==> src/rtl/shclk_pkg.sv <==
package shclk_pkg;

    typedef enum logic [1:0] {
        RUN_IDLE  = 2'd0,
        RUN_SETUP = 2'd1,
        RUN_HOLD  = 2'd2
    } run_e;

    typedef enum logic [1:0] {
        PH_PARK = 2'd0,
        PH_HIGH = 2'd1,
        PH_LOW  = 2'd2,
        PH_GAP  = 2'd3
    } ph_e;

endpackage

==> src/rtl/shclk_tick.sv <==
module shclk_tick #(
    parameter int DIV_W = 6
) (
    input  logic             clk,
    input  logic             rst_n,
    input  logic             run,
    input  logic [DIV_W-1:0] lim,
    output logic             tick
);

    logic [DIV_W-1:0] cnt_d, cnt_q;

    always_comb begin
        tick  = run && (cnt_q >= lim);
        cnt_d = cnt_q;
        if (!run || tick) begin
            cnt_d = '0;
        end else begin
            cnt_d = cnt_q + 1'b1;
        end
    end

    always_ff @(posedge clk or negedge rst_n) begin
        if (!rst_n) begin
            cnt_q <= '0;
        end else begin
            cnt_q <= cnt_d;
        end
    end

endmodule

==> src/rtl/shclk_seq.sv <==
module shclk_seq
    import shclk_pkg::*;
#(
    parameter int DIV_W   = 6,
    parameter int HI_W    = 4,
    parameter int LO_W    = 4,
    parameter int HOLD_W  = 4,
    parameter int SETUP_W = 4
) (
    input  logic               clk,
    input  logic               rst_n,
    input  logic               enable,
    input  logic               tick,
    input  logic [DIV_W-1:0]   cfg_div,
    input  logic [HI_W-1:0]    cfg_high,
    input  logic [LO_W-1:0]    cfg_low,
    input  logic [HOLD_W-1:0]  cfg_hold,
    input  logic [SETUP_W-1:0] cfg_setup,
    output logic               running,
    output logic [DIV_W-1:0]   div_lim,
    output logic               smpl_clk,
    output logic               in_setup,
    output logic               in_hold
);

    localparam int CNT_W = HOLD_W + HI_W + LO_W + 1;
    localparam int NPW   = SETUP_W + 1;

    typedef struct packed {
        run_e               run;
        ph_e                ph;
        logic [CNT_W-1:0]   cnt;
        logic [SETUP_W-1:0] nper;
        logic [DIV_W-1:0]   div;
        logic [HI_W-1:0]    hi;
        logic [LO_W-1:0]    lo;
        logic [HOLD_W-1:0]  hold;
        logic [SETUP_W-1:0] setup;
    } st_t;

    st_t st_d, st_q;

    logic [CNT_W-1:0] ph_len;
    logic [CNT_W:0]   cnt_inc;
    logic [NPW-1:0]   setup_eff;
    logic [NPW-1:0]   nper_inc;
    logic             ph_last;
    logic             per_end;
    logic             new_per;

    always_comb begin
        unique case (st_q.ph)
            PH_HIGH: ph_len = CNT_W'(st_q.hi);
            PH_LOW:  ph_len = CNT_W'(st_q.lo);
            PH_GAP:  ph_len = CNT_W'(st_q.hold) * (CNT_W'(st_q.hi) + CNT_W'(st_q.lo));
            default: ph_len = CNT_W'(1);
        endcase
        cnt_inc   = {1'b0, st_q.cnt} + 1'b1;
        ph_last   = tick && (cnt_inc >= {1'b0, ph_len});
        setup_eff = (st_q.setup == '0) ? NPW'(1) : NPW'(st_q.setup);
        nper_inc  = NPW'(st_q.nper) + 1'b1;

        st_d    = st_q;
        per_end = 1'b0;
        new_per = 1'b0;

        if (!enable) begin
            st_d.run  = RUN_IDLE;
            st_d.ph   = PH_PARK;
            st_d.cnt  = '0;
            st_d.nper = '0;
        end else if (st_q.run == RUN_IDLE) begin
            st_d.run  = RUN_SETUP;
            st_d.nper = '0;
            new_per   = 1'b1;
        end else if (tick) begin
            if (st_q.ph == PH_PARK) begin
                new_per = 1'b1;
            end else if (!ph_last) begin
                st_d.cnt = cnt_inc[CNT_W-1:0];
            end else begin
                unique case (st_q.ph)
                    PH_HIGH: begin
                        if (st_q.lo != '0) begin
                            st_d.ph  = PH_LOW;
                            st_d.cnt = '0;
                        end else begin
                            per_end = 1'b1;
                        end
                    end
                    PH_LOW:  per_end = 1'b1;
                    default: new_per = 1'b1;
                endcase
            end

            if (per_end) begin
                if ((st_q.run == RUN_SETUP) && (nper_inc < setup_eff)) begin
                    st_d.nper = nper_inc[SETUP_W-1:0];
                    new_per   = 1'b1;
                end else begin
                    st_d.run = RUN_HOLD;
                    if (st_q.hold != '0) begin
                        st_d.ph  = PH_GAP;
                        st_d.cnt = '0;
                    end else begin
                        new_per = 1'b1;
                    end
                end
            end
        end

        if (new_per) begin
            st_d.div   = cfg_div;
            st_d.hi    = cfg_high;
            st_d.lo    = cfg_low;
            st_d.hold  = cfg_hold;
            st_d.setup = cfg_setup;
            st_d.cnt   = '0;
            if (cfg_high != '0) begin
                st_d.ph = PH_HIGH;
            end else if (cfg_low != '0) begin
                st_d.ph = PH_LOW;
            end else begin
                st_d.ph = PH_PARK;
            end
        end
    end

    always_ff @(posedge clk or negedge rst_n) begin
        if (!rst_n) begin
            st_q <= '{run: RUN_IDLE, ph: PH_PARK, default: '0};
        end else begin
            st_q <= st_d;
        end
    end

    assign running  = (st_q.run != RUN_IDLE);
    assign div_lim  = st_q.div;
    assign smpl_clk = (st_q.ph == PH_HIGH);
    assign in_setup = (st_q.run == RUN_SETUP);
    assign in_hold  = (st_q.run == RUN_HOLD);

endmodule

==> src/rtl/dac_shclk_gen.sv <==
module dac_shclk_gen #(
    parameter int DIV_W   = 6,
    parameter int HI_W    = 4,
    parameter int LO_W    = 4,
    parameter int HOLD_W  = 4,
    parameter int SETUP_W = 4
) (
    input  logic               clk,
    input  logic               rst_n,
    input  logic               enable,
    input  logic [DIV_W-1:0]   cfg_div,
    input  logic [HI_W-1:0]    cfg_high,
    input  logic [LO_W-1:0]    cfg_low,
    input  logic [HOLD_W-1:0]  cfg_hold,
    input  logic [SETUP_W-1:0] cfg_setup,
    output logic               smpl_clk,
    output logic               in_setup,
    output logic               in_hold
);

    logic             tick;
    logic             running;
    logic [DIV_W-1:0] div_lim;

    shclk_tick #(.DIV_W(DIV_W)) u_tick (
        .clk   (clk),
        .rst_n (rst_n),
        .run   (running),
        .lim   (div_lim),
        .tick  (tick)
    );

    shclk_seq #(
        .DIV_W   (DIV_W),
        .HI_W    (HI_W),
        .LO_W    (LO_W),
        .HOLD_W  (HOLD_W),
        .SETUP_W (SETUP_W)
    ) u_seq (
        .clk       (clk),
        .rst_n     (rst_n),
        .enable    (enable),
        .tick      (tick),
        .cfg_div   (cfg_div),
        .cfg_high  (cfg_high),
        .cfg_low   (cfg_low),
        .cfg_hold  (cfg_hold),
        .cfg_setup (cfg_setup),
        .running   (running),
        .div_lim   (div_lim),
        .smpl_clk  (smpl_clk),
        .in_setup  (in_setup),
        .in_hold   (in_hold)
    );

endmodule

==> config.mk <==
export PLATFORM = sky130hd
export DESIGN_NAME = dac_shclk_gen
export DESIGN_NICKNAME = d
export VERILOG_FILES = /design/src/rtl/shclk_pkg.sv /design/src/rtl/shclk_tick.sv /design/src/rtl/shclk_seq.sv /design/src/rtl/dac_shclk_gen.sv
export SDC_FILE = /design/constraint.sdc
export NUM_CORES = 1
export LEC_CHECK = 0
export ABC_AREA = 1
export BUFFER_PORTS_ARGS = -buffer_cell sky130_fd_sc_hd__buf_2
export CORE_ASPECT_RATIO = 2
export CORE_MARGIN = 3
export CORE_UTILIZATION = 55
export DETAILED_ROUTE_END_ITERATION = 12
export GPL_TIMING_DRIVEN = 0
export PLACE_DENSITY = 0.74
export SYNTH_ARGS = -nofsm -noshare
export SYNTH_HDL_FRONTEND = slang
export SYNTH_HIERARCHICAL = 1
export SYNTH_SLANG_ARGS = --single-unit
==> constraint.sdc <==
create_clock -name clk -period 13.09 [get_ports clk]
set_input_delay 0.6545 -clock clk [delete_from_list [all_inputs] [get_ports clk]]
set_output_delay 0.6545 -clock clk [all_outputs]
set_load 0.03 [all_outputs]
# Word level (Yosys, flattened, before mapping)
# Cells that the tools add are included.
# op_classes
n_addsub,4
multipliers,1
magnitude_cmp,3
n_eq_ne,11
mux,36
reduce_logical,17
# op_table
op,count
15-bit two-way mux,6
21-bit two-way mux,3
13-bit case mux with 3 select lines,1
17-bit two-way mux,1
4-bit nonzero test,4
1-bit two-way mux,15
"13-bit by 1-bit adder with 14-bit output, second input constant",1
14-bit by 13-bit >= comparator with 1-bit output,1
4-bit by 13-bit multiplier with 13-bit output,1
13-bit two-way mux,1
4-bit two-way mux,3
"3-bit by 1-bit inequality test with 1-bit output, second input constant",4
2-bit two-way mux,4
"6-bit by 1-bit adder with 6-bit output, second input constant",1
"2-bit == test, second input constant",3
6-bit >= comparator,1
6-bit two-way mux,1
"3-bit by 2-bit inequality test with 1-bit output, second input constant",2
3-bit AND reduction,2
"4-bit by 1-bit adder with 5-bit output, second input constant",1
4-bit by 4-bit adder with 5-bit output,1
5-bit less-than comparator,1
"2-bit by 1-bit == test with 1-bit output, second input constant",2
2-bit zero test,2
other kinds (8),10
# word_totals
register_bits,49
inputBits,25
out_inout_bits,3
elab_cells,82

# Depth between registers and ports, before layout
# Gate-level depths: netlist of run 1.
# logic_depth
word_depth,16
mapped_depth,35

# Cells and area by module
# Netlist of run 1, hierarchy kept.
# modules_own_cells
module,n_inst,cells_each,area_each_um2,seq_area_each_um2
shclk_seq,1,514,3674.8,1076.0
shclk_tick,1,57,444.2,150.1

# Least setup slack after synthesis of run 1
# No wires, ideal clock.
# synth_timing
kind,register -> register
from,register u_seq/st_q[12] in the netlist's numbering
to,register u_seq/st_q[40] in the netlist's numbering
setup_ns,0.117
arrival_time_ns,4.746
setup_slack_ns,8.228
stages_incl_launch_ff,28
n_path_buf,1
period_less_slack_ns,4.862
cell_sequence,dfrtp_1 ha_1 inv_1 fa_1 xor2_1 nor2_1 fa_1 fa_1 inv_1 fa_1 o31ai_1 inv_1 nor2_1 nor2_1 nor2_1 nor3_1 nand3b_1 ha_1 o21bai_1 nor2_2 nand3_2 nand3_2 nand3_1 nand2_2 nand2_4 buf_4 nand2_1 nand2_1
# synth_between
elab_chain_cells,16
elab_cells_between_ends,30
cone_classes,add/sub (1); mul (1); order compare (1); eq/ne (2); mux (23); reduce/logical (2)
# synth_lines
element,line,text
"start, declared",shclk_seq.sv:41,"st_t st_d, st_q;"
"start signal, assigned",shclk_seq.sv:133,st_q <= st_d;
4-bit by 4-bit adder with 5-bit output,shclk_seq.sv:55,PH_GAP: ph_len = CNT_W'(st_q.hold) * (CNT_W'(st_q.hi) + CNT_W'(st_q.lo));
4-bit by 13-bit multiplier with 13-bit output,shclk_seq.sv:55,
13-bit case mux with 3 select lines (*),shclk_seq.sv:52,unique case (st_q.ph)
14-bit by 13-bit >= comparator with 1-bit output (*),shclk_seq.sv:59,"ph_last = tick && (cnt_inc >= {1'b0, ph_len});"
1-bit logical AND (*),shclk_seq.sv:59,
1-bit two-way mux,shclk_seq.sv:79,end else if (!ph_last) begin
1-bit two-way mux,shclk_seq.sv:77,if (st_q.ph == PH_PARK) begin
1-bit two-way mux,shclk_seq.sv:76,end else if (tick) begin
1-bit two-way mux,shclk_seq.sv:72,end else if (st_q.run == RUN_IDLE) begin
1-bit two-way mux,shclk_seq.sv:67,if (!enable) begin
1-bit two-way mux,shclk_seq.sv:96,if (per_end) begin
1-bit two-way mux,shclk_seq.sv:76,
1-bit two-way mux,shclk_seq.sv:72,
1-bit two-way mux,shclk_seq.sv:67,
3-bit by 1-bit inequality test with 1-bit output (no line) or 3-bit by 2-bit inequality test with 1-bit output (tied branches),n/a,
2-bit AND reduction (no line),n/a,
# Mark *: on every way between the ends. The rest lies on a longest branch, timed or not. The select of a mux whose other input is x is not followed.
# A chain may end at the register's enable or synchronous reset.

# Worst setup path in the final report of run 1
# layout_timing
from,register u_seq/st_q[12] in the netlist's numbering
to,register u_seq/st_q[34] in the netlist's numbering
# Same word-level chain as after synthesis.

==> tab_implementation.tex, run 1 <==
\begin{tabular}{lr}
\hline
Metric & Value \\
\hline
\multicolumn{2}{l}{\textbf{Pwr}} \\
\quad Leakage & 2.46 nW \\
\quad Maximum ir drop on the vdd rail & 0.102 mV \\
\quad Total power per unit cell area & 123 mW/mm\^{}2 \\
\multicolumn{2}{l}{\textbf{Drt}} \\
\quad DRT Pass-1 Iters & 4 \\
\quad Drt first-iter violations & 228 \\
\quad Routed via count & 3,727 \\
\quad Total length of routed met3 wires & 215 um \\
\quad Routed length per placed instance & 13.4 um \\
\quad Met1 layer wirelength in the final routing & 3570 um \\
\quad Highest signal layer in the routed design & met4 \\
\quad Via density & 5.34 \\
\quad DRC Markers & 0 \\
\quad Length of routed met2 wiring & 5200 um \\
\quad Wire length reported by the detailed router & 9350 um \\
\quad Antenna Nets Post-Route & 0 \\
\multicolumn{2}{l}{\textbf{Critical path}} \\
\quad Count of cells along the worst register-to-register path & 25 \\
\quad Crit Reg-Reg Endpoint & u\_seq/st\_q[34] \\
\quad Critical Path Source & u\_seq/st\_q[12] \\
\quad Capturing instance or port of the critical path & u\_seq/st\_q[34] \\
\quad Cell occurring most often along the worst timing path & nor2\_1 \\
\quad Nature of the critical path endpoint & flip-flop \\
\quad Setup slack, reg-to-reg & 7410 ps \\
\quad Critical path class & flip-flop to flip-flop \\
\quad Category of the worst setup path launch point & flip-flop \\
\quad Critical register-to-register path startpoint & u\_seq/st\_q[12] \\
\quad Highest-delay cell along the critical path & fa\_1 \\
\quad Crit path max-delay family & adder cells \\
\quad Crit path depth & 25 \\
\quad Stage delay of the slowest cell on the critical path & 550 ps \\
\quad Required time worst endpoint & 13,300 ps \\
\quad Worst path bufs/invs & 3 \\
\quad Largest fanout on the critical path & 7 \\
\quad Worst endpoint data arrival time & 5890 ps \\
\multicolumn{2}{l}{\textbf{Die}} \\
\quad Starting density of the core & 56.7\% \\
\quad Core area & 0.00727 sq mm \\
\quad Floorplan die height & 128 um \\
\quad Overall die width & 67.2 um \\
\quad Cell row count & 44 \\
\quad Die area & 0.00863 sq mm \\
\quad Top-Level Pins & 28 \\
\multicolumn{2}{l}{\textbf{STA}} \\
\quad Worst slew margin relative to its limit & 24.2\% \\
\quad Endpoints failing hold & 0 \\
\quad Sum Neg Setup Slack & 0 ps \\
\quad Actual slew at the worst max-slew pin & 1140 ps \\
\quad Clock skew after layout & 7.16 ps \\
\quad Period utilisation layout & 43.4\% \\
\quad Hold\_ws & 509 ps \\
\quad Total setup violations reported at the end of the flow & 0 \\
\quad Unrepaired setup endpoints after global routing & false \\
\quad Min cycle time layout & 5680 ps \\
\quad Maximum frequency from static timing analysis & 176 MHz \\
\quad Smallest setup slack after layout & 7410 ps \\
\quad Count of final max-slew check failures & 0 \\
\multicolumn{2}{l}{\textbf{Job}} \\
\quad Max-capacitance violation count & 0 \\
\multicolumn{2}{l}{\textbf{Logic synthesis}} \\
\quad Count of warnings emitted by yosys & 6 \\
\quad Share of cell area taken by muxes after synthesis & 0\% \\
\quad Synth Net Count & 646 \\
\quad Post-synth cell types & 36 \\
\quad Cell taking the most area after synthesis & dfrtp\_1 \\
\quad Netlist Area Pre-Place & 0.00412 sq mm \\
\quad Area share of and/or/nand/nor cells after synthesis & 31.0\% \\
\quad Fraction of post-synthesis cell area in the top cell type by area & 29.8\% \\
\quad Most common cell in the netlist & nand2\_1 \\
\quad Post-synthesis async set-or-reset flop share & 100\% \\
\quad Syn\_area\_per\_cell & 7.21 sq um \\
\quad Combinational family with the most area after synthesis & simple AND/OR/NAND/NOR gates \\
\quad Top post-synthesis cells by count & nand2\_1, inv\_1, nor2\_1 \\
\quad Adder and majority gate portion of the synthesized area & 16.5\% \\
\quad Post-synth EDFFs & 0 \\
\quad Fraction of the yosys area taken by sequential cells & 29.8\% \\
\quad Cell count after synthesis & 571 \\
\quad Most used flip-flop cell after synthesis & dfrtp\_1 \\
\quad Xor/xnor cell area share of the yosys netlist & 3.19\% \\
\quad Flip-flop and latch count after synthesis & 49 \\
\quad Cell types occupying the most area after synthesis & dfrtp\_1, nand2\_1, ha\_1, inv\_1, nor2\_1 \\
\quad Compound-Gate Fraction of Synth Area & 8.41\% \\
\multicolumn{2}{l}{\textbf{CTS}} \\
\quad Setup fix buffers added after clock tree synthesis & 0 \\
\quad TritonCTS Buffers & 5 \\
\quad Buffer levels on the longest clock path & 2 \\
\quad Clock tree root driver cell & clkbuf\_16 \\
\quad Post-cts resize count & 0 \\
\quad TritonCTS Sinks & 49 \\
\quad Clk pin slew, worst setup/hold paths & 70 ps \\
\quad Clock latency on the worst-skew pair & 300 ps \\
\quad CTS tree & done \\
\quad H-tree levels & 2 \\
\quad Quantity of hold-fixing buffers added after cts & 0 \\
\multicolumn{2}{l}{\textbf{Status}} \\
\quad Status & finished, final reports clean \\
\multicolumn{2}{l}{\textbf{GRT}} \\
\quad Via count of the first global-routing pass & 3,806 \\
\quad Total global routing track utilization & 23.9\% \\
\quad Initial antenna violation count & 0 \\
\quad Overall overflow remaining after global route & 0 \\
\quad Wire length of the first global-routing pass & 16,100 um \\
\quad Maximum number of pins on one net before global-route repair & 50 \\
\multicolumn{2}{l}{\textbf{Layout}} \\
\quad Layout net count & 680 \\
\quad Fraction of final layout cells sized beyond drive strength 1 & 11.2\% \\
\quad Number of antenna repair diodes & 0 \\
\quad Layout overhead on the synthesized area & 9.72\% \\
\multicolumn{2}{l}{\textbf{Min path}} \\
\quad Type of the tightest min-delay check & flip-flop to flip-flop \\
\multicolumn{2}{l}{\textbf{Placed design}} \\
\quad Number of buffers added on ports & 27 \\
\quad Pre-CTS setup slack & 7410 ps \\
\quad Final weighted congestion in routability-driven placement & 0.869 \\
\quad Detailed Place HPWL & 7450 um \\
\hline
\end{tabular}
## per-stage QoR
stage	std cells	area (sq um)	util (%)	total power, mW
3_3_place_gp	690	4370	60.1	0.413
6_report	698	4520	62.2	0.554
5_1_grt	698	4520	62.2	0.604
3_5_place_dp	690	4370	60.1	0.422
4_1_cts	698	4520	62.2	0.560
2_1_floorplan	571	4120	-	0.362
## flip-flops by register name, summed over array words and instances, names as in the netlist
| signal | count |
|---|---|
| u_tick/cnt_q | 6 |
| u_seq/div_lim | 6 |
| u_seq/st_q | 37 |
## cell usage in the layout (no fill, tap or decap), types with 15 or more instances in the layout
master and n:
o21ai_0 16, nand4_1 15, ha_1 43, dfrtp_1 49, buf_2 29, o21ai_1 15, nor2_1 57, nand3_1 39
inv_1 89, nand2_1 154
## cell type report
cell class                 count  area [sq um]
buffer                        16           123
clock buffer                   5           125
clock inverter                 3          25.0
fill                         709          2750
inverter                      90           338
multi-input combinational    416          2430
sequential                    49          1230
tap                           92           115
timing repair buffer          27           135
## how the worst min path moves through the flow
stage                           from                to  slack (ps)  cells after the start
floorplan                      rst_n  u_seq/div_lim[0]         360                      0
global placement     u_tick/cnt_q[0]   u_tick/cnt_q[0]         490                      1
detailed placement  u_seq/div_lim[2]  u_seq/div_lim[2]         500                      2
CTS                  u_tick/cnt_q[0]   u_tick/cnt_q[0]         510                      1
global route         u_tick/cnt_q[0]   u_tick/cnt_q[0]         540                      1
finish               u_tick/cnt_q[0]   u_tick/cnt_q[0]         510                      1
## cell families after synthesis
| kind of cell | after synthesis |
|---|---|
| buf+inv | 106 |
| compound gates | 60 |
| xor+xnor | 15 |
| simple gates | 291 |
| flops | 49 |
| fa+ha+maj | 50 |
## report_power, final
part / total, mW / leakage, nW / switching [mW] / internal [mW]
combinational: 0.239 / 1.75 / 0.149 / 0.0905
sequential: 0.179 / 0.642 / 0.0114 / 0.168
clock: 0.135 / 0.0708 / 0.0626 / 0.0723
## per-layer routing
layer	GRT usage, %	vias to the layer above
li1	-	1880
met1	24.2	1756
met2	44.8	66
met3	2.88	25
met4	13.3	0
met5	0	-
## worst reg2reg max path, stage by stage, from the launching register on
cell and delay, ps:
dfrtp_1 400, ha_1 200, inv_1 60, fa_1 400, xor2_1 340, nor2_1 120, fa_1 510, fa_1 550
inv_1 70, fa_1 460, o31ai_1 330, inv_1 70, nor2_1 140, nor2_1 50, nor2_1 120, nor3_1 60
nand3b_1 160, ha_1 180, o21bai_1 160, nor2_2 120, nand3_2 170, nand2_4 170, nor2_1 100, nor2_1 110
nand4_1 310, o21bai_1 250
No activity file was read; power rests on OpenSTA's default activity.
==> run 2: changes to the inputs <==
- PLACE_DENSITY: 0.74 -> 0.76
- clock period: 13.09 -> 4.7 ns (I/O delays scaled with it)
==> run 2 against run 1 <==
The run now ends with negative setup slack left. First-iteration DRC count shrank 30%. Total power increased to 3.1 times the previous value. Sequential share of layout area down 1.5 points. Wire length grew 2.3%. Clock power grew to 2.8 times the previous value. Maximum frequency is 12% higher. Via count is 1.4% higher. Global-route usage about the same. Count of clock-buffer cells in the layout unchanged. Clock skew is 0.73 ps lower. Register-to-register slack worse by 7800 ps. Core utilization grew 3.7 points. Critical path type unchanged. Critical endpoint is now u_seq/st_q[27].
==> tab_implementation.tex, run 2 (synthesis gave the netlist of run 1 again) <==
\begin{tabular}{lr}
\hline
Metric & Value \\
\hline
\multicolumn{2}{l}{\textbf{Status}} \\
\quad Status & finished with violations (was finished, final reports clean) \\
\quad Violated checks & negative setup slack \\
\multicolumn{2}{l}{\textbf{Die}} \\
\quad Overall die width & 67.2 um (unchanged) \\
\quad Starting density of the core & 56.7\% (unchanged) \\
\quad Die area & 0.00863 sq mm (unchanged) \\
\quad Core area & 0.00727 sq mm (unchanged) \\
\quad Floorplan die height & 128 um (unchanged) \\
\quad Top-Level Pins & 28 (unchanged) \\
\quad Cell row count & 44 (unchanged) \\
\multicolumn{2}{l}{\textbf{Placed design}} \\
\quad Placed insts & 690 (unchanged) \\
\quad Number of buffers added on ports & 27 (unchanged) \\
\quad Detailed Place HPWL & 7510 um (was 7450 um) \\
\quad Final weighted congestion in routability-driven placement & 0.850 (was 0.869) \\
\multicolumn{2}{l}{\textbf{Critical path}} \\
\quad Critical register-to-register path startpoint & u\_seq/st\_q[12] (unchanged) \\
\quad Crit path depth & 32 (was 25) \\
\quad Setup slack, reg-to-reg & -380 ps (was 7410 ps) \\
\quad Largest fanout on the critical path & 10 (was 7) \\
\quad Count of cells along the worst register-to-register path & 32 (was 25) \\
\quad Crit path max-delay family & adder cells (unchanged) \\
\quad Stage delay of the slowest cell on the critical path & 560 ps (was 550 ps) \\
\quad Nature of the critical path endpoint & flip-flop (unchanged) \\
\quad Critical path class & flip-flop to flip-flop (unchanged) \\
\quad Crit Reg-Reg Endpoint & u\_seq/st\_q[27] (was u\_seq/st\_q[34]) \\
\quad Cell occurring most often along the worst timing path & nor2\_1 (unchanged) \\
\quad Required time worst endpoint & 4900 ps (was 13,300 ps) \\
\quad Highest-delay cell along the critical path & fa\_1 (unchanged) \\
\quad Worst endpoint data arrival time & 5280 ps (was 5890 ps) \\
\quad Category of the worst setup path launch point & flip-flop (unchanged) \\
\quad Worst path bufs/invs & 3 (unchanged) \\
\multicolumn{2}{l}{\textbf{Layout}} \\
\quad Filler-free cell count of the finished design & 705 (was 698) \\
\quad Commonest non-fill, non-tap cell in the layout & nand2\_1 (unchanged) \\
\quad Number of antenna repair diodes & 0 (unchanged) \\
\quad Layout net count & 687 (was 680) \\
\quad Most frequent cells in the layout & nand2\_1, inv\_1, nor2\_1 (unchanged) \\
\quad Biggest register & u\_seq/st\_q (unchanged) \\
\quad Core Util, Final & 65.8\% (was 62.2\%) \\
\quad Layout overhead on the synthesized area & 16.2\% (was 9.72\%) \\
\quad Flip-flop count of the largest register, all copies and words added & 37 (unchanged) \\
\quad Fraction of final layout cells sized beyond drive strength 1 & 17.5\% (was 11.2\%) \\
\multicolumn{2}{l}{\textbf{Drt}} \\
\quad DRT Pass-1 Iters & 4 (unchanged) \\
\quad Antenna Nets Post-Route & 0 (unchanged) \\
\quad Routed via count & 3,778 (was 3,727) \\
\quad Routed length per placed instance & 13.6 um (was 13.4 um) \\
\quad DRC Markers & 0 (unchanged) \\
\quad Wire length reported by the detailed router & 9570 um (was 9350 um) \\
\quad Via density & 5.36 (was 5.34) \\
\quad Drt first-iter violations & 159 (was 228) \\
\multicolumn{2}{l}{\textbf{Pwr}} \\
\quad Int Pwr & 0.998 mW (was 0.331 mW) \\
\quad Total power per unit cell area & 353 mW/mm\^{}2 (was 123 mW/mm\^{}2) \\
\quad Leakage & 2.52 nW (was 2.46 nW) \\
\quad Switching power as a share of total power & 40.9\% (was 40.2\%) \\
\quad Maximum ir drop on the vdd rail & 0.333 mV (was 0.102 mV) \\
\quad Switching pwr & 0.692 mW (was 0.223 mW) \\
\quad Clock power share & 22.4\% (was 24.4\%) \\
\quad Fraction of power consumed by combinational cells & 47.9\% (was 43.2\%) \\
\quad Seq pwr share & 29.7\% (was 32.4\%) \\
\multicolumn{2}{l}{\textbf{STA}} \\
\quad Smallest setup slack after layout & -380 ps (was 7410 ps) \\
\quad Unrepaired setup endpoints after global routing & true (was false) \\
\quad Worst slew margin relative to its limit & 21.5\% (was 24.2\%) \\
\quad Count of final max-slew check failures & 0 (unchanged) \\
\quad Endpoints failing hold & 0 (unchanged) \\
\quad Hold\_ws & 129 ps (was 509 ps) \\
\quad Min cycle time layout & 5080 ps (was 5680 ps) \\
\quad Clock skew after layout & 6.43 ps (was 7.16 ps) \\
\quad Actual slew at the worst max-slew pin & 1170 ps (was 1140 ps) \\
\quad Period utilisation layout & 108\% (was 43.4\%) \\
\quad Total setup violations reported at the end of the flow & 43 (was 0) \\
\quad Maximum frequency from static timing analysis & 197 MHz (was 176 MHz) \\
\multicolumn{2}{l}{\textbf{GRT}} \\
\quad Initial antenna violation count & 0 (unchanged) \\
\quad Via count of the first global-routing pass & 3,847 (was 3,806) \\
\quad Total global routing track utilization & 23.9\% (about the same) \\
\quad Maximum number of pins on one net before global-route repair & 50 (unchanged) \\
\quad Wire length of the first global-routing pass & 16,100 um (about the same) \\
\quad Overall overflow remaining after global route & 0 (unchanged) \\
\multicolumn{2}{l}{\textbf{Job}} \\
\quad Max-capacitance violation count & 0 (unchanged) \\
\multicolumn{2}{l}{\textbf{CTS}} \\
\quad TritonCTS Sinks & 49 (unchanged) \\
\quad Clk pin slew, worst setup/hold paths & 70 ps (about the same) \\
\quad TritonCTS Buffers & 5 (unchanged) \\
\quad Clock tree root driver cell & clkbuf\_16 (unchanged) \\
\quad Quantity of hold-fixing buffers added after cts & 0 (unchanged) \\
\quad Clock latency on the worst-skew pair & 300 ps (about the same) \\
\quad H-tree levels & 2 (unchanged) \\
\quad CTS tree & done (unchanged) \\
\quad Buffer levels on the longest clock path & 2 (unchanged) \\
\multicolumn{2}{l}{\textbf{Min path}} \\
\quad Worst Hold Path EP & u\_seq/div\_lim[0] (was u\_tick/cnt\_q[0]) \\
\quad Worst Hold Depth & 3 (was 1) \\
\quad Type of the tightest min-delay check & primary input to flip-flop (was flip-flop to flip-flop) \\
\quad Startpoint of the most critical hold path & cfg\_div[0] (was u\_tick/cnt\_q[0]) \\
\hline
\end{tabular}
## run 2: cell count changes in the layout (fill, tap and decap cells not counted), sizes merged
cell	before	now
clkbuf	7	8
buf	41	47
## run 2: worst min-delay path, stage by stage
cell	delay (ps)
buf_2	70
nand2_1	40
nand2_1	50
## run 2: layout make-up
| class | count | area [sq um] |
|---|---|---|
| Buffer | 16 | 138 |
| Timing Repair Buffer | 34 | 213 |
| Sequential cell | 49 | 1230 |
| Inverter | 90 | 338 |
| Multi-Input combinational cell | 416 | 2610 |
| Clock buffer | 5 | 125 |
| Tap cell | 92 | 115 |
| Fill cell | 660 | 2480 |
| Clock inverter | 3 | 25.0 |
## run 2: worst max path at each step
| stage | from | endpoint | slack [ps] |
|---|---|---|---|
| floorplan | u_seq/st_q[12] | u_seq/st_q[9] | -4 |
| global placement | u_seq/st_q[12] | u_seq/st_q[36] | -600 |
| detailed placement | u_seq/st_q[12] | u_seq/st_q[36] | -710 |
| CTS | u_seq/st_q[12] | u_seq/st_q[27] | -370 |
| global route | u_seq/st_q[12] | u_seq/st_q[5] | -710 |
| finish | u_seq/st_q[12] | u_seq/st_q[27] | -380 |
## run 2: per-layer routing
metal	routed length, um	global-route usage, %	part of all wire (%)	vias up
met2	5470	45.5	57	82
met4	352	11.6	3.7	0
li1	-	-	-	1894
met3	293	3.84	3.1	32
met5	0	0	0	-
met1	3450	23.8	36	1770
## run 2: repair_timing
| item | CTS | global route |
|---|---|---|
| gates cloned | 0 | 1 |
| setup endpoints to repair | 43 | 43 |
| pin swaps | 18 | 1 |
| hold endpoints to repair | 0 | 0 |
| resized for setup | 26 | 10 |
| setup buffers | 5 | 1 |
## run 2: per-stage QoR
step	setup TNS, ps	worst slack [ps]	total power, mW	cell area (sq um)
after global routing	-27820	-711	1.82	4780
after CTS	-14110	-374	1.68	4700
final	-14120	-380	1.69	4780
after global placement	-21240	-599	1.20	4420
after detailed placement	-25530	-712	1.24	4420
after floorplan	-16.7	-4.01	1.06	4170
## run 2: power by group through the flow
stage / Clock (mW) / Sequential, mW / Combinational, mW
6_report: 0.379 / 0.501 / 0.810
3_5_place_dp: 0 / 0.509 / 0.734
3_3_place_gp: 0 / 0.506 / 0.694
4_1_cts: 0.384 / 0.502 / 0.795
5_1_grt: 0.397 / 0.508 / 0.916
2_1_floorplan: 0 / 0.500 / 0.557
==> run 3: changes to the inputs <==
- CTS_CLUSTER_SIZE: unset -> 20
- PLACE_DENSITY: 0.76 -> 0.74
- clock period: 4.7 -> 6.06 ns (I/O delays scaled with it)
==> run 3 against run 2 <==
Hold slack better by 68 ps. Critical path depth fell by 7. Clock power is 23% lower. Count of clock-buffer cells in the layout did not move. Global-route usage is essentially flat. The flow now finishes without violations. Total power down 29%. Clock skew is 0.85 ps higher. Combinational power fell by 35%. Design area shrank 5.4%.
==> tab_implementation.tex, run 3 (synthesis gave the netlist of run 1 again) <==
\begin{tabular}{lr}
\hline
Metric & Value \\
\hline
\multicolumn{2}{l}{\textbf{CTS}} \\
\quad TritonCTS Buffers & 5 (unchanged) \\
\quad Quantity of hold-fixing buffers added after cts & 0 (unchanged) \\
\quad CTS tree & done (unchanged) \\
\quad Clk pin slew, worst setup/hold paths & 80 ps (was 70 ps) \\
\quad TritonCTS Sinks & 49 (unchanged) \\
\quad Buffer levels on the longest clock path & 2 (unchanged) \\
\quad Clock tree root driver cell & clkbuf\_16 (unchanged) \\
\quad Clock latency on the worst-skew pair & 300 ps (about the same) \\
\quad H-tree levels & 2 (unchanged) \\
\quad Setup fix buffers added after clock tree synthesis & 0 (was 5) \\
\multicolumn{2}{l}{\textbf{Layout}} \\
\quad Most frequent cells in the layout & nand2\_1, inv\_1, nor2\_1 (unchanged) \\
\quad Flip-flop count of the largest register, all copies and words added & 37 (unchanged) \\
\quad Commonest non-fill, non-tap cell in the layout & nand2\_1 (unchanged) \\
\quad Layout overhead on the synthesized area & 9.90\% (was 16.2\%) \\
\quad Layout net count & 680 (was 687) \\
\quad Biggest register & u\_seq/st\_q (unchanged) \\
\quad Fraction of final layout cells sized beyond drive strength 1 & 11.4\% (was 17.5\%) \\
\quad Number of antenna repair diodes & 0 (unchanged) \\
\multicolumn{2}{l}{\textbf{Critical path}} \\
\quad Stage delay of the slowest cell on the critical path & 550 ps (was 560 ps) \\
\quad Critical path class & flip-flop to flip-flop (unchanged) \\
\quad Category of the worst setup path launch point & flip-flop (unchanged) \\
\quad Worst endpoint data arrival time & 5810 ps (was 5280 ps) \\
\quad Highest-delay cell along the critical path & fa\_1 (unchanged) \\
\quad Cell occurring most often along the worst timing path & nor2\_1 (unchanged) \\
\quad Required time worst endpoint & 6270 ps (was 4900 ps) \\
\quad Largest fanout on the critical path & 7 (was 10) \\
\quad Nature of the critical path endpoint & flip-flop (unchanged) \\
\multicolumn{2}{l}{\textbf{GRT}} \\
\quad Initial antenna violation count & 0 (unchanged) \\
\quad Maximum number of pins on one net before global-route repair & 50 (unchanged) \\
\quad Overall overflow remaining after global route & 0 (unchanged) \\
\quad Total global routing track utilization & 23.9\% (about the same) \\
\quad Wire length of the first global-routing pass & 16,100 um (about the same) \\
\quad Via count of the first global-routing pass & 3,806 (was 3,847) \\
\multicolumn{2}{l}{\textbf{STA}} \\
\quad Unrepaired setup endpoints after global routing & false (was true) \\
\quad Smallest setup slack after layout & 465 ps (was -380 ps) \\
\quad Period utilisation layout & 92.3\% (was 108\%) \\
\quad Count of final max-slew check failures & 0 (unchanged) \\
\quad Min cycle time layout & 5600 ps (was 5080 ps) \\
\quad Worst slew margin relative to its limit & 24.2\% (was 21.5\%) \\
\quad Total setup violations reported at the end of the flow & 0 (was 43) \\
\quad Maximum frequency from static timing analysis & 179 MHz (was 197 MHz) \\
\quad Endpoints failing hold & 0 (unchanged) \\
\quad Sum Neg Setup Slack & 0 ps (was -14,120 ps) \\
\quad Actual slew at the worst max-slew pin & 1140 ps (was 1170 ps) \\
\quad Clock skew after layout & 7.28 ps (was 6.43 ps) \\
\multicolumn{2}{l}{\textbf{Die}} \\
\quad Die area & 0.00863 sq mm (unchanged) \\
\quad Cell row count & 44 (unchanged) \\
\quad Top-Level Pins & 28 (unchanged) \\
\quad Core area & 0.00727 sq mm (unchanged) \\
\quad Overall die width & 67.2 um (unchanged) \\
\quad Floorplan die height & 128 um (unchanged) \\
\quad Starting density of the core & 56.7\% (unchanged) \\
\multicolumn{2}{l}{\textbf{Drt}} \\
\quad Drt first-iter violations & 224 (was 159) \\
\quad Antenna Nets Post-Route & 0 (unchanged) \\
\quad Routed via count & 3,739 (was 3,778) \\
\quad Via density & 5.36 (about the same) \\
\quad Wire length reported by the detailed router & 9330 um (was 9570 um) \\
\quad Routed length per placed instance & 13.4 um (was 13.6 um) \\
\quad DRT Pass-1 Iters & 4 (unchanged) \\
\quad DRC Markers & 0 (unchanged) \\
\multicolumn{2}{l}{\textbf{Pwr}} \\
\quad Switching power as a share of total power & 40.3\% (was 40.9\%) \\
\quad Seq pwr share & 32.2\% (was 29.7\%) \\
\quad Maximum ir drop on the vdd rail & 0.220 mV (was 0.333 mV) \\
\quad Leakage & 2.46 nW (was 2.52 nW) \\
\quad Int Pwr & 0.718 mW (was 0.998 mW) \\
\quad Total power per unit cell area & 266 mW/mm\^{}2 (was 353 mW/mm\^{}2) \\
\quad Fraction of power consumed by combinational cells & 43.5\% (was 47.9\%) \\
\quad Clock power share & 24.3\% (was 22.4\%) \\
\quad Switching pwr & 0.485 mW (was 0.692 mW) \\
\quad Power after layout & 1.20 mW (was 1.69 mW) \\
\multicolumn{2}{l}{\textbf{Status}} \\
\quad Status & finished, final reports clean (was finished with violations) \\
\multicolumn{2}{l}{\textbf{Min path}} \\
\quad Type of the tightest min-delay check & primary input to flip-flop (unchanged) \\
\multicolumn{2}{l}{\textbf{Placed design}} \\
\quad Detailed Place HPWL & 7450 um (was 7510 um) \\
\quad Number of buffers added on ports & 27 (unchanged) \\
\quad Final weighted congestion in routability-driven placement & 0.869 (was 0.850) \\
\quad Pre-CTS setup slack & 384 ps (was -712 ps) \\
\multicolumn{2}{l}{\textbf{Job}} \\
\quad Max-capacitance violation count & 0 (unchanged) \\
\hline
\end{tabular}
-- run 3: changes by cell type in the layout (fill, tap and decap cells not counted), sizes merged --
cell	delta
buf	-6
clkbuf	-1
-- run 3: stage by stage --
stage          instances  area, sq um  hold slack (ps)  util, %
2_1_floorplan        571         4120             7.41        -
3_3_place_gp         690         4370              491     60.1
3_5_place_dp         690         4370              498     60.1
4_1_cts              698         4520              193     62.2
5_1_grt              698         4530              201     62.3
6_report             698         4530              198     62.3
-- run 3: worst max-delay path, delay by kind of cell (launching register included) --
kind | cells | cell delay (ps)
buf+inv | 3 | 200
xor+xnor | 1 | 250
flops | 1 | 400
compound gates | 3 | 730
fa+ha+maj | 6 | 2320
simple gates | 12 | 1610
-- run 3: final timing paths --
kind,from,to,slack (ps),depth (start not counted)
setup / recovery,u_seq/st_q[12],u_seq/st_q[34],460,25
hold / removal,cfg_div[0],u_seq/div_lim[0],200,3
max in group asynchronous,rst_n,u_seq/st_q[40],5130,1
hold reg to reg,u_tick/cnt_q[0],u_tick/cnt_q[0],510,1
min in group asynchronous,rst_n,u_seq/st_q[37],220,1
setup reg to reg,u_seq/st_q[12],u_seq/st_q[34],460,25
-- run 3: metal layers --
metal  GRT usage (%)  wire length [um]
met5               0                 0
met4            13.3               386
met3            2.88               235
met2            44.8              5170
met1            24.2              3540
-- run 3: repair_timing --
action                                 in CTS  in global routing
setup endpoints to repair                   0                  6
endpoints found under the hold margin       0                  0
resized for setup                           0                  1
-- run 3: power by group through the flow --
stage	clock network, mW	logic, mW	registers [mW]
finish	0.292	0.523	0.388
global route	0.310	0.607	0.392
CTS	0.300	0.523	0.387
detailed placement	0	0.517	0.394
global placement	0	0.500	0.392
floorplan	0	0.395	0.387
-- run 3: area by class of cell --
cell class                 count  area (sq um)
buffer                        16           123
clock buffer                   5           125
clock inverter                 3          25.0
fill                         706          2740
inverter                      90           338
multi-input combinational    416          2440
sequential                    49          1230
tap                           92           115
timing repair buffer          27           135
